### src/rtl/addr_win_pkg.sv
// Shared constants and the window descriptor type for the address window router.
package addr_win_pkg;
    localparam int PORT_W     = 2;   // downstream port index width
    localparam int PAGE_SHIFT = 12;  // window granularity (4 KB)
    localparam int REG_W      = 64;

    // Decoded, ready-to-compare form of one direct window
    typedef struct packed {
        logic              en;
        logic [63:0]       base;
        logic [31:0]       size;
        logic [PORT_W-1:0] port;
    } win_desc_t;
endpackage

### src/rtl/awr_regfile.sv
// Range register file: window registers plus distributed-window storage.
// Assumes: offsets are byte addresses, 4-byte accesses choose a half with
// bit 2, and 8-byte accesses ignore bit 2. Reads are answered in the same cycle.
module awr_regfile
    import addr_win_pkg::*;
#(
    parameter int          OFFS_W        = 12,
    parameter int          BASE_OFF      = 'h300,
    parameter int          NUM_WIN       = 4,
    parameter logic [63:0] MEM_DIST_BASE = 64'h0000_0000_F400_0000,
    parameter logic [63:0] IO_DIST_BASE  = 64'h0000_00FF_FC00_0000,
    parameter logic [63:0] IO_DIST_ROUTE = 64'h0000_0000_0000_0E1B
) (
    input  logic              clk,
    input  logic              rst_n,
    input  logic              req_valid,
    input  logic              req_write,
    input  logic              req_wide,
    input  logic [OFFS_W-1:0] req_addr,
    input  logic [63:0]       req_wdata,
    output logic [63:0]       rsp_rdata,
    output logic              rsp_err,
    output logic [63:0]       win_regs_o [3*NUM_WIN],
    output logic [NUM_WIN-1:0] wr_win_o
);
    localparam int NUM_REGS     = 3*NUM_WIN + 15;
    localparam int IDX_W        = $clog2(NUM_REGS);
    localparam int MEM_DIST_IDX = 3*NUM_WIN;
    localparam int IO_DIST_IDX  = MEM_DIST_IDX + 6;
    localparam int IO_DIR_IDX   = MEM_DIST_IDX + 12;
    localparam logic [OFFS_W-1:0] BASE_L = OFFS_W'(BASE_OFF);
    localparam logic [OFFS_W-1:0] END_L  = OFFS_W'(BASE_OFF + 8*NUM_REGS);

    logic [63:0]       regs [NUM_REGS];
    logic [OFFS_W-1:0] rel;
    logic [IDX_W-1:0]  idx;
    logic              in_map;
    logic              wr_acc;
    logic [63:0]       sel_reg;

    // Reset value of each register slot
    function automatic logic [63:0] rst_val(input int i);
        if (i == MEM_DIST_IDX)          return MEM_DIST_BASE | 64'h1;
        else if (i == MEM_DIST_IDX + 1) return 64'h0000_0000_FC00_0000;
        else if (i == IO_DIST_IDX)      return IO_DIST_BASE | 64'h1;
        else if (i == IO_DIST_IDX + 1)  return 64'h0000_00FF_FFFF_0000;
        else if (i == IO_DIST_IDX + 2)  return IO_DIST_ROUTE;
        else if (i == IO_DIR_IDX)       return 64'h0000_00FF_FEE0_0000;
        else if (i == IO_DIR_IDX + 1)   return 64'h0000_00FF_FFFF_0000;
        else                            return 64'h0;
    endfunction

    // Offset decode: slot index and whether the offset maps to a register
    always_comb begin
        rel    = req_addr - BASE_L;
        idx    = IDX_W'(rel >> 3);
        in_map = (req_addr >= BASE_L) && (req_addr < END_L);
        wr_acc = req_valid && req_write && in_map;
    end

    // Register storage with half-word merging on 4-byte writes
    always_ff @(posedge clk) begin
        if (!rst_n) begin
            for (int i = 0; i < NUM_REGS; i++) regs[i] <= rst_val(i);
        end else if (wr_acc) begin
            if (req_wide)         regs[idx]        <= req_wdata;
            else if (req_addr[2]) regs[idx][63:32] <= req_wdata[31:0];
            else                  regs[idx][31:0]  <= req_wdata[31:0];
        end
    end

    // Read path: whole register or the selected half, zero when unmapped
    always_comb begin
        sel_reg   = in_map ? regs[idx] : 64'h0;
        rsp_err   = req_valid && !in_map;
        if (!in_map)          rsp_rdata = 64'h0;
        else if (req_wide)    rsp_rdata = sel_reg;
        else if (req_addr[2]) rsp_rdata = {32'h0, sel_reg[63:32]};
        else                  rsp_rdata = {32'h0, sel_reg[31:0]};
    end

    // Direct window registers and per-window write strobes
    for (genvar r = 0; r < 3*NUM_WIN; r++) begin : g_out
        assign win_regs_o[r] = regs[r];
    end
    for (genvar k = 0; k < NUM_WIN; k++) begin : g_wr
        assign wr_win_o[k] = wr_acc && (idx >= IDX_W'(3*k)) && (idx < IDX_W'(3*k+3));
    end


    err_zero_chk: assert property (@(posedge clk) disable iff (!rst_n)
        rsp_err |-> (rsp_rdata == 64'h0));


    lo_keeps_hi_chk: assert property (@(posedge clk) disable iff (!rst_n)
        (wr_acc && !req_wide && !req_addr[2]) |=>
            (regs[$past(idx)][63:32] == $past(regs[idx][63:32])));
endmodule

### src/rtl/awr_window_calc.sv
// Turns each window's base/mask/route registers into a registered descriptor.
// Assumes: a write strobe for a window is raised in the cycle its register is
// written; that window is held disabled during the cycle after the write.
module awr_window_calc
    import addr_win_pkg::*;
#(
    parameter int NUM_WIN = 4
) (
    input  logic         clk,
    input  logic         rst_n,
    input  logic [63:0]  win_regs_i [3*NUM_WIN],
    input  logic [NUM_WIN-1:0] wr_win_i,
    output win_desc_t    win_o [NUM_WIN]
);
    localparam logic [31:0] PAGE_MASK = ~((32'h1 << PAGE_SHIFT) - 32'h1);

    for (genvar k = 0; k < NUM_WIN; k++) begin : g_win
        logic [63:0] raw_base;
        logic [63:0] raw_mask;
        logic [63:0] raw_route;
        win_desc_t   nxt;
        win_desc_t   cur_q;
        logic        pend_q;
        logic        unused_bits;

        // Decode base extension, page alignment, size and port
        always_comb begin
            raw_base  = win_regs_i[3*k];
            raw_mask  = win_regs_i[3*k+1];
            raw_route = win_regs_i[3*k+2];
            nxt.base  = {32'hFFFF_FFFF, raw_base[31:PAGE_SHIFT], {PAGE_SHIFT{1'b0}}};
            nxt.size  = (~raw_mask[31:0] + 32'h1) & PAGE_MASK;
            nxt.port  = raw_route[PORT_W-1:0];
            nxt.en    = raw_base[0] && (nxt.size != 32'h0);
        end
        assign unused_bits = ^{raw_base[63:32], raw_base[PAGE_SHIFT-1:1],
                               raw_mask[63:32], raw_route[63:PORT_W]};

        // Descriptor register and one-cycle stale marker
        always_ff @(posedge clk) begin
            if (!rst_n) begin
                cur_q  <= '0;
                pend_q <= 1'b0;
            end else begin
                cur_q  <= nxt;
                pend_q <= wr_win_i[k];
            end
        end

        // Publish the descriptor, masked while stale
        always_comb begin
            win_o[k]    = cur_q;
            win_o[k].en = cur_q.en && !pend_q;
        end


        en_size_chk: assert property (@(posedge clk) disable iff (!rst_n)
            win_o[k].en |-> (win_o[k].size != 32'h0));


        base_ext_chk: assert property (@(posedge clk) disable iff (!rst_n)
            win_o[k].en |-> ((&win_o[k].base[63:32]) &&
                             (win_o[k].base[PAGE_SHIFT-1:0] == '0)));


        stale_off_chk: assert property (@(posedge clk) disable iff (!rst_n)
            wr_win_i[k] |=> !win_o[k].en);
    end
endmodule

### src/rtl/awr_match.sv
// Priority lookup of a CPU address against the window descriptors.
// Assumes: descriptors are already page-aligned; window 0 has top priority.
module awr_match
    import addr_win_pkg::*;
#(
    parameter int NUM_WIN = 4
) (
    input  logic              clk,
    input  logic              rst_n,
    input  win_desc_t         win_i [NUM_WIN],
    input  logic [63:0]       cpu_addr,
    output logic              hit,
    output logic [PORT_W-1:0] hit_port
);
    localparam int SEL_W = (NUM_WIN > 1) ? $clog2(NUM_WIN) : 1;

    logic [SEL_W-1:0] sel;

    // Scan high to low so the lowest-numbered match is left standing
    always_comb begin
        hit      = 1'b0;
        hit_port = '0;
        sel      = '0;
        for (int k = NUM_WIN - 1; k >= 0; k--) begin
            if (win_i[k].en && (cpu_addr >= win_i[k].base) &&
                ({1'b0, cpu_addr} < ({1'b0, win_i[k].base} + {33'h0, win_i[k].size}))) begin
                hit      = 1'b1;
                hit_port = win_i[k].port;
                sel      = SEL_W'(k);
            end
        end
    end


    sel_enabled_chk: assert property (@(posedge clk) disable iff (!rst_n)
        hit |-> win_i[sel].en);


    miss_port_chk: assert property (@(posedge clk) disable iff (!rst_n)
        !hit |-> (hit_port == '0));
endmodule

### src/rtl/addr_window_router.sv
// Top level: range register file, window descriptor stage and lookup.
// Assumes: the register port and the lookup port share one clock; lookup
// results are combinational from the registered descriptors.
module addr_window_router
    import addr_win_pkg::*;
#(
    parameter int          OFFS_W        = 12,
    parameter int          BASE_OFF      = 'h300,
    parameter int          NUM_WIN       = 4,
    parameter logic [63:0] MEM_DIST_BASE = 64'h0000_0000_F400_0000,
    parameter logic [63:0] IO_DIST_BASE  = 64'h0000_00FF_FC00_0000,
    parameter logic [63:0] IO_DIST_ROUTE = 64'h0000_0000_0000_0E1B
) (
    input  logic              clk,
    input  logic              rst_n,
    input  logic              req_valid,
    input  logic              req_write,
    input  logic              req_wide,
    input  logic [OFFS_W-1:0] req_addr,
    input  logic [63:0]       req_wdata,
    output logic [63:0]       rsp_rdata,
    output logic              rsp_err,
    input  logic [63:0]       cpu_addr,
    output logic              hit,
    output logic [PORT_W-1:0] hit_port
);
    logic [63:0]        win_regs [3*NUM_WIN];
    logic [NUM_WIN-1:0] wr_win;
    win_desc_t          win [NUM_WIN];

    awr_regfile #(
        .OFFS_W(OFFS_W), .BASE_OFF(BASE_OFF), .NUM_WIN(NUM_WIN),
        .MEM_DIST_BASE(MEM_DIST_BASE), .IO_DIST_BASE(IO_DIST_BASE),
        .IO_DIST_ROUTE(IO_DIST_ROUTE)
    ) u_regs (
        .clk(clk), .rst_n(rst_n), .req_valid(req_valid), .req_write(req_write),
        .req_wide(req_wide), .req_addr(req_addr), .req_wdata(req_wdata),
        .rsp_rdata(rsp_rdata), .rsp_err(rsp_err),
        .win_regs_o(win_regs), .wr_win_o(wr_win)
    );

    awr_window_calc #(.NUM_WIN(NUM_WIN)) u_calc (
        .clk(clk), .rst_n(rst_n), .win_regs_i(win_regs),
        .wr_win_i(wr_win), .win_o(win)
    );

    awr_match #(.NUM_WIN(NUM_WIN)) u_match (
        .clk(clk), .rst_n(rst_n), .win_i(win), .cpu_addr(cpu_addr),
        .hit(hit), .hit_port(hit_port)
    );
endmodule

### config.mk
export PLATFORM = sky130hd
export DESIGN_NAME = addr_window_router
export DESIGN_NICKNAME = d
export VERILOG_FILES = /design/src/rtl/addr_win_pkg.sv /design/src/rtl/awr_regfile.sv /design/src/rtl/awr_window_calc.sv /design/src/rtl/awr_match.sv /design/src/rtl/addr_window_router.sv
export SDC_FILE = /design/constraint.sdc
export NUM_CORES = 2
export LEC_CHECK = 0
export BUFFER_PORTS_ARGS = -buffer_cell sky130_fd_sc_hd__buf_2
export CORE_ASPECT_RATIO = 1.2
export CORE_MARGIN = 2
export CORE_UTILIZATION = 45
export CTS_BUF_LIST = sky130_fd_sc_hd__clkbuf_8
export DETAILED_ROUTE_END_ITERATION = 12
export MAX_ROUTING_LAYER = met4
export PLACE_DENSITY_LB_ADDON = 0.15
export SLEW_MARGIN = 40
export SYNTH_ARGS = -nofsm -noshare
export SYNTH_HDL_FRONTEND = slang
export SYNTH_SLANG_ARGS = --single-unit
### constraint.sdc
create_clock -name clk -period 8.3 [get_ports clk]
set_clock_uncertainty 0.05 [all_clocks]
set_input_delay 2.49 -clock clk [delete_from_list [all_inputs] [get_ports clk]]
set_output_delay 2.49 -clock clk [all_outputs]
set_load 0.005 [all_outputs]
## Word-level counts from Yosys, hierarchy flattened

Memory sizes are Yosys's and may differ from the RTL's.
Cells that the tools add are included.

- Multiply operators: 0
- Equality and inequality tests: 0
- Magnitude comparators: 18
- Bitwise operators: 6
- Shift-type cells: 0
- Mux-type cells: 42
- Add/sub/neg operators: 9
- Reductions and logical operators: 38
- Divide/modulo/power cells: 0

Operators by type and width:

| kind | count |
|---|---|
| two-way mux 64 bit | 10 |
| two-way mux 98 bit | 4 |
| adder 64 x 32 -> 65 bit | 4 |
| < comparator 64 x 65 -> 1 bit | 4 |
| >= comparator 64 bit | 4 |
| adder 32 x 1 -> 32 bit, second input constant | 4 |
| NOT 32 bit | 4 |
| nonzero test 32 bit | 4 |
| two-way mux 32 bit | 3 |
| OR reduction 64 bit | 1 |
| logical AND 1 bit | 28 |
| two-way mux 1 bit | 19 |
| >= comparator 12 x 10 -> 1 bit, second input constant | 1 |
| < comparator 12 x 10 -> 1 bit, second input constant | 1 |
| < comparator 5 x 4 -> 1 bit, second input constant | 2 |
| two-way mux 2 bit | 5 |
| subtractor 8 x 1 -> 8 bit, second input constant | 1 |
| >= comparator 5 x 1 -> 1 bit, second input constant | 1 |
| >= comparator 5 x 2 -> 1 bit, second input constant | 1 |
| >= comparator 5 x 3 -> 1 bit, second input constant | 1 |
| >= comparator 5 x 4 -> 1 bit, second input constant | 1 |
| zero test 1 bit | 5 |
| < comparator 5 x 2 -> 1 bit, second input constant | 1 |
| < comparator 5 x 3 -> 1 bit, second input constant | 1 |
| 2 further kinds | 3 |

- Memories: 1
- Output and inout port bits: 68
- RAM bits: 1728
- ROM bits: 0
- Bits of input ports: 145
- Word-level logic and storage cells: 142
- Latch bits: 0
- Register bits after elaboration: 400

Memory list:

| name | words | width | read ports | clocked after memory_dff | wr ports | line | RTL |
|---|---|---|---|---|---|---|---|
| u_regs.regs | 27 | 64 | 13 | 0 | 27 | awr_regfile.sv:34 | `logic [63:0] regs [NUM_REGS];` |

## Logic depth before layout (Yosys ltp)

- Depth after elaboration: 9
- Gate-level depth with buffers: 24
- Gate-level depth less buffers: 24

## Cells and area by module

Synthesis repeated with hierarchy kept, for this count alone.

- Cell total of the unflattened synthesis: 9132
- Area, all modules: 113954.3 um2

Modules (own cells, without submodules):

| module | area an instance (um2) | cells each | instances | sequential area each (um2) |
|---|---|---|---|---|
| awr_regfile | 84051.9 | 5316 | 1 | 57775.4 |
| awr_match | 20677.3 | 2800 | 1 | 0.0 |
| awr_window_calc | 9225.1 | 1016 | 1 | 3543.4 |

## Worst setup path before layout

No wires, ideal clock.

- Path type: input-to-output
- Start: input port req_addr[3]
- End: output port rsp_rdata[1]
- Path buffers: 5
- Stages: 10
- Arrival time: 5.360 ns
- Required time: 5.760 ns
- Slack: 0.400 ns
- Cell sequence: buf_2 > buf_1 > buf_1 > clkbuf_1 > clkbuf_1 > mux4_2 > a221oi_1 > o21ai_0 > nor2_1 > a211oi_1

- Cells in the longest elaborated chain, start to end: 5
- Elaborated cells on any way between the ends: 8
- Those cells by class: 1 x add/sub; 2 x order compare; 3 x mux; 1 x reduce/logical; 1 x memory

Ends and longest elaborated chain:

| item | line | RTL |
|---|---|---|
| from (decl) | addr_window_router.sv:19 | `input logic [OFFS_W-1:0] req_addr,` |
| subtractor 8 x 1 -> 8 bit | awr_regfile.sv:55 | `rel = req_addr - BASE_L;` |
| memory read (27 x 64 bit) | - |  |
| two-way mux 32 bit | awr_regfile.sv:78 | `else if (req_addr[2]) rsp_rdata = {32'h0, sel_reg[63:32]};` |
| two-way mux 64 bit | awr_regfile.sv:77 | `else if (req_wide) rsp_rdata = sel_reg;` |
| two-way mux 64 bit * | awr_regfile.sv:76 | `if (!in_map) rsp_rdata = 64'h0;` |
| to (decl) | addr_window_router.sv:21 | `output logic [63:0] rsp_rdata,` |

Mark *: on every way between the ends. The rest lies on a longest branch, timed or not.

## Worst setup path in the final report

- Start: register u_calc.g_win[3].cur_q, in the netlist u_calc.win_o[55]
- End: output port hit_port[1]

- Cells in the longest elaborated chain, start to end: 7
- Elaborated cells on any way between the ends: 9
- Those cells by class: 1 x add/sub; 2 x order compare; 4 x mux; 2 x reduce/logical

Ends and longest elaborated chain:

| item | line | RTL |
|---|---|---|
| from (decl) | awr_window_calc.sv:22 | `win_desc_t cur_q;` |
| from (signal assigned) | awr_window_calc.sv:45 | `cur_q <= nxt;` |
| adder 64 x 32 -> 65 bit or >= comparator 64 bit (tied branches) | awr_match.sv:26, awr_match.sv:25 |  |
| < comparator 64 x 65 -> 1 bit or logical AND 1 bit (tied branches) | awr_match.sv:26, awr_match.sv:25 |  |
| logical AND 1 bit * | awr_match.sv:25 | `if (win_i[k].en && (cpu_addr >= win_i[k].base) &&` |
| two-way mux 2 bit * (4 in a row) | awr_match.sv:25 |  |
| to (decl) | addr_window_router.sv:25 | `output logic [PORT_W-1:0] hit_port` |

Marks and branches as above.

==> key figures <==
Outcome
  • Status: finished with violations
  • Failing checks: setup timing

Synthesis
  • Simple-gate share of the synthesized area: 0.1389
  • Number of synthesized flops with an enable pin: 1924
  • Post-synth top flop: edfxtp_1
  • Synth Area in Compound Gates: 0.05128
  • Synth Area in Adders: 0.05017
  • Average size of a mapped cell: 13.56 um^2
  • Synth cell types: 77
  • Async SR Flop Fraction: 0
  • Post-synthesis mux area share: 0.1186
  • Cells after Synth: 7477
  • Post-Synth XOR/XNOR Area: 0.008123
  • Yosys warning count: 0
  • Seq/Total Area, Yosys: 0.6050
  • Synth Cell Area: 0.1014 mm^2
  • Largest family of logic cells by synthesized area: simple AND/OR/NAND/NOR gates
  • Register bit total from synthesis: 2101

Clock tree
  • CTS tree: built
  • CTS Root Cell: clkbuf_8
  • Cts hold-fix bufs: 0
  • Reg clk slew, reported paths: 0.06 ns
  • Worst skew pair latency: 1.00 ns
  • CTS Buf Count: 349
  • Clock buffer depth: 4
  • H-tree depth: 5
  • Clock Sinks: 2101

Floorplanning
  • Die Y: 523.9 um
  • Die area: 0.2291 mm^2
  • I/O pins: 213
  • Initial Util: 0.4531
  • CORE AREA: 0.2237 mm^2
  • Die X: 437.2 um
  • # rows: 190

Place
  • Port buffer count: 210
  • Dpl ws: -0.3657 ns
  • Cell Area, Placed: 0.1100 mm^2
  • Post-placement cell count: 10780
  • HPWL after detailed placement: 236.2 mm
  • Final GP Congestion: 0.9160

Global routing
  • Vias in the first global route: 68320
  • Gr ovfl total: 0
  • Antenna violations before repair: 26
  • Gr usage total: 0.3088
  • First-pass GRT wire length: 488.9 mm
  • Largest net degree at the start of global routing: 102

Finish
  • Post-layout util: 0.5227
  • Fillers: 19070
  • Commonest non-fill, non-tap cell in the layout: edfxtp_1
  • Final net count: 8730
  • Area Overhead vs Synth: 15.38%
  • Final instance count without filler cells: 11440
  • Final instance area: 0.1169 mm^2
  • Most frequent cells in the layout: edfxtp_1, nor2_1, and2_1
  • Ratio of cells with drive above 1 in the final layout: 0.2279

Drt
  • Via-to-Cell Ratio: 5.943
  • Via count: 68000
  • Routed wire length per instance: 30.47 um
  • Drt first pass iters: 5
  • Post-route antenna net violation count: 0
  • Drt initial violations: 6904
  • Detailed Route WL: 348.7 mm
  • # DRC: 0

STA
  • Period utilization: 1.067
  • Crit path time final: 8.859 ns
  • Worst hold slack: 0.4101 ns
  • Fmax: 112.9 MHz
  • Relative slew slack: 0.3712
  • Final Hold Fails: 0
  • Worst slew pin tran: 0.9360 ns
  • Setup TNS: -1.290 ns
  • Final number of setup-violating endpoints: 3
  • Fin worst setup slack: -0.5594 ns
  • RSZ-0062 raised after global routing: true
  • Final Max Slew Viols: 0

Worst hold path
  • HP Class: reg -> reg

Power and ir drop
  • Switching portion of total power: 0.2633
  • Leak: 44.36 nW
  • Pint: 17.38 mW
  • Power per cell area: 201.8 mW/mm^2
  • Worst vdd ir: 0.1495 mV
  • Logic pwr share: 0.120
  • Clock power frac: 0.359
  • Pwr Total: 23.59 mW
  • Sequential Power Share: 0.521
  • NetSw: 6.212 mW

Setup path
  • Worst EP arrival: 6.32 ns
  • Crit Path Category: reg -> out
  • Startpoint Class: flip-flop
  • Max Fanout on Critical Path: 6
  • Crit path required time: 5.76 ns
  • Crit. End Element: output port

Run
  • Max cap viols: 0
==> timing repair <==
action / 4_1_cts / 5_1_grt
endpoints found under the setup margin: 4 / 6
setup buffers: 10 / 9
endpoints found under the hold margin: 0 / 0
gates resized for setup: 65 / 50
gates cloned: 1 / 1
pin swaps: 23 / 35
==> cell families after synthesis <==
family,after synthesis
compound gates,781
xor+xnor,94
simple gates,2754
mux,592
buf+inv,750
other cells,1
fa+ha+maj,404
flops,2101
==> final timing paths <==
kind / from / to / slack, ns / depth (start not counted)
max: u_calc.win_o[55] / hit_port[1] / -0.56 / 24
max reg2reg: u_regs.regs[10][10] / u_calc.g_win[3].cur_q[98] / 3.61 / 9
min reg2reg: u_regs.regs[3][31] / u_calc.win_o[263] / 0.41 / 1
min: u_regs.regs[3][31] / u_calc.win_o[263] / 0.41 / 1
==> worst max-delay path: stages, from the launching register on <==
cell and delay, ns:
dfxtp_1 0.39, ha_1 0.27, a21oi_1 0.14, nor2b_1 0.05
o21ai_0 0.19, nor2b_1 0.32, o21ai_0 0.24, o31ai_4 0.24
nor2b_2 0.17, o21ai_1 0.06, buf_4 0.18, buf_4 0.15
a221o_1 0.29, ha_1 0.28, inv_1 0.05, ha_1 0.31
nand4_1 0.17, nor3_1 0.07, a31oi_1 0.53, a21oi_4 0.20
nor3b_4 0.26, mux2i_4 0.10, a221oi_4 0.35, buf_4 0.17
buf_6 0.08
==> power groups by stage <==
stage	logic (mW)	registers (mW)	clock network, mW
detailed placement	2.76	12.5	0
global route	2.98	12.3	9.01
floorplan	1.52	12.4	0
CTS	2.79	12.3	8.57
finish	2.83	12.3	8.46
global placement	2.73	12.5	0
==> area by class of cell <==
type                       count  area, um^2  area share
clock buffer                 367        5051     0.04319
clock inverter               250        1161    0.009929
multi-input combinational   4821       39180      0.3351
inverter                     153       574.3    0.004911
tap                         2976        3724     0.03184
antenna                       19       47.55   0.0004066
timing repair buffer         755        5876     0.05024
sequential                  2101       61320      0.5244
==> Yosys cell counts (50+ instances only) <==
cell      instances  share of area
nor3_1           58         0.0029
dfxtp_1         177          0.035
a211oi_1         56         0.0041
mux4_2          483           0.11
nand3_1          54         0.0027
buf_1            69         0.0026
nand2b_1         69         0.0043
ha_1            400          0.049
and2_1          751          0.046
o21ai_0         141         0.0070
a21o_1           75         0.0056
nor2_1         1045          0.039
a22oi_1         114         0.0084
nand4_1          82         0.0051
mux2i_1          79         0.0078
xnor2_1          50         0.0043
nand2_1         225         0.0083
and3_1          226          0.014
a21oi_1         190         0.0094
or3_1            86         0.0053
inv_1           153         0.0057
clkbuf_1        525          0.019
edfxtp_1       1924           0.57
==> routing by layer <==
metal,track usage,vias to the layer above,share of wire
met4,0.1606,0,0.061
met2,0.5315,3121,0.51
met3,0.04920,748,0.073
li1,-,29230,-
met5,-,-,0
met1,0.3472,34900,0.35
==> state kept, by name, indices dropped and copies added (netlist names) <==
| signal | count |
|---|---|
| u_regs.regs | 1924 |
| u_calc.g_win.pend_q | 4 |
| u_calc.g_win.cur_q | 4 |
| u_calc.win_o | 169 |
Power figures use the tool's default switching activity.
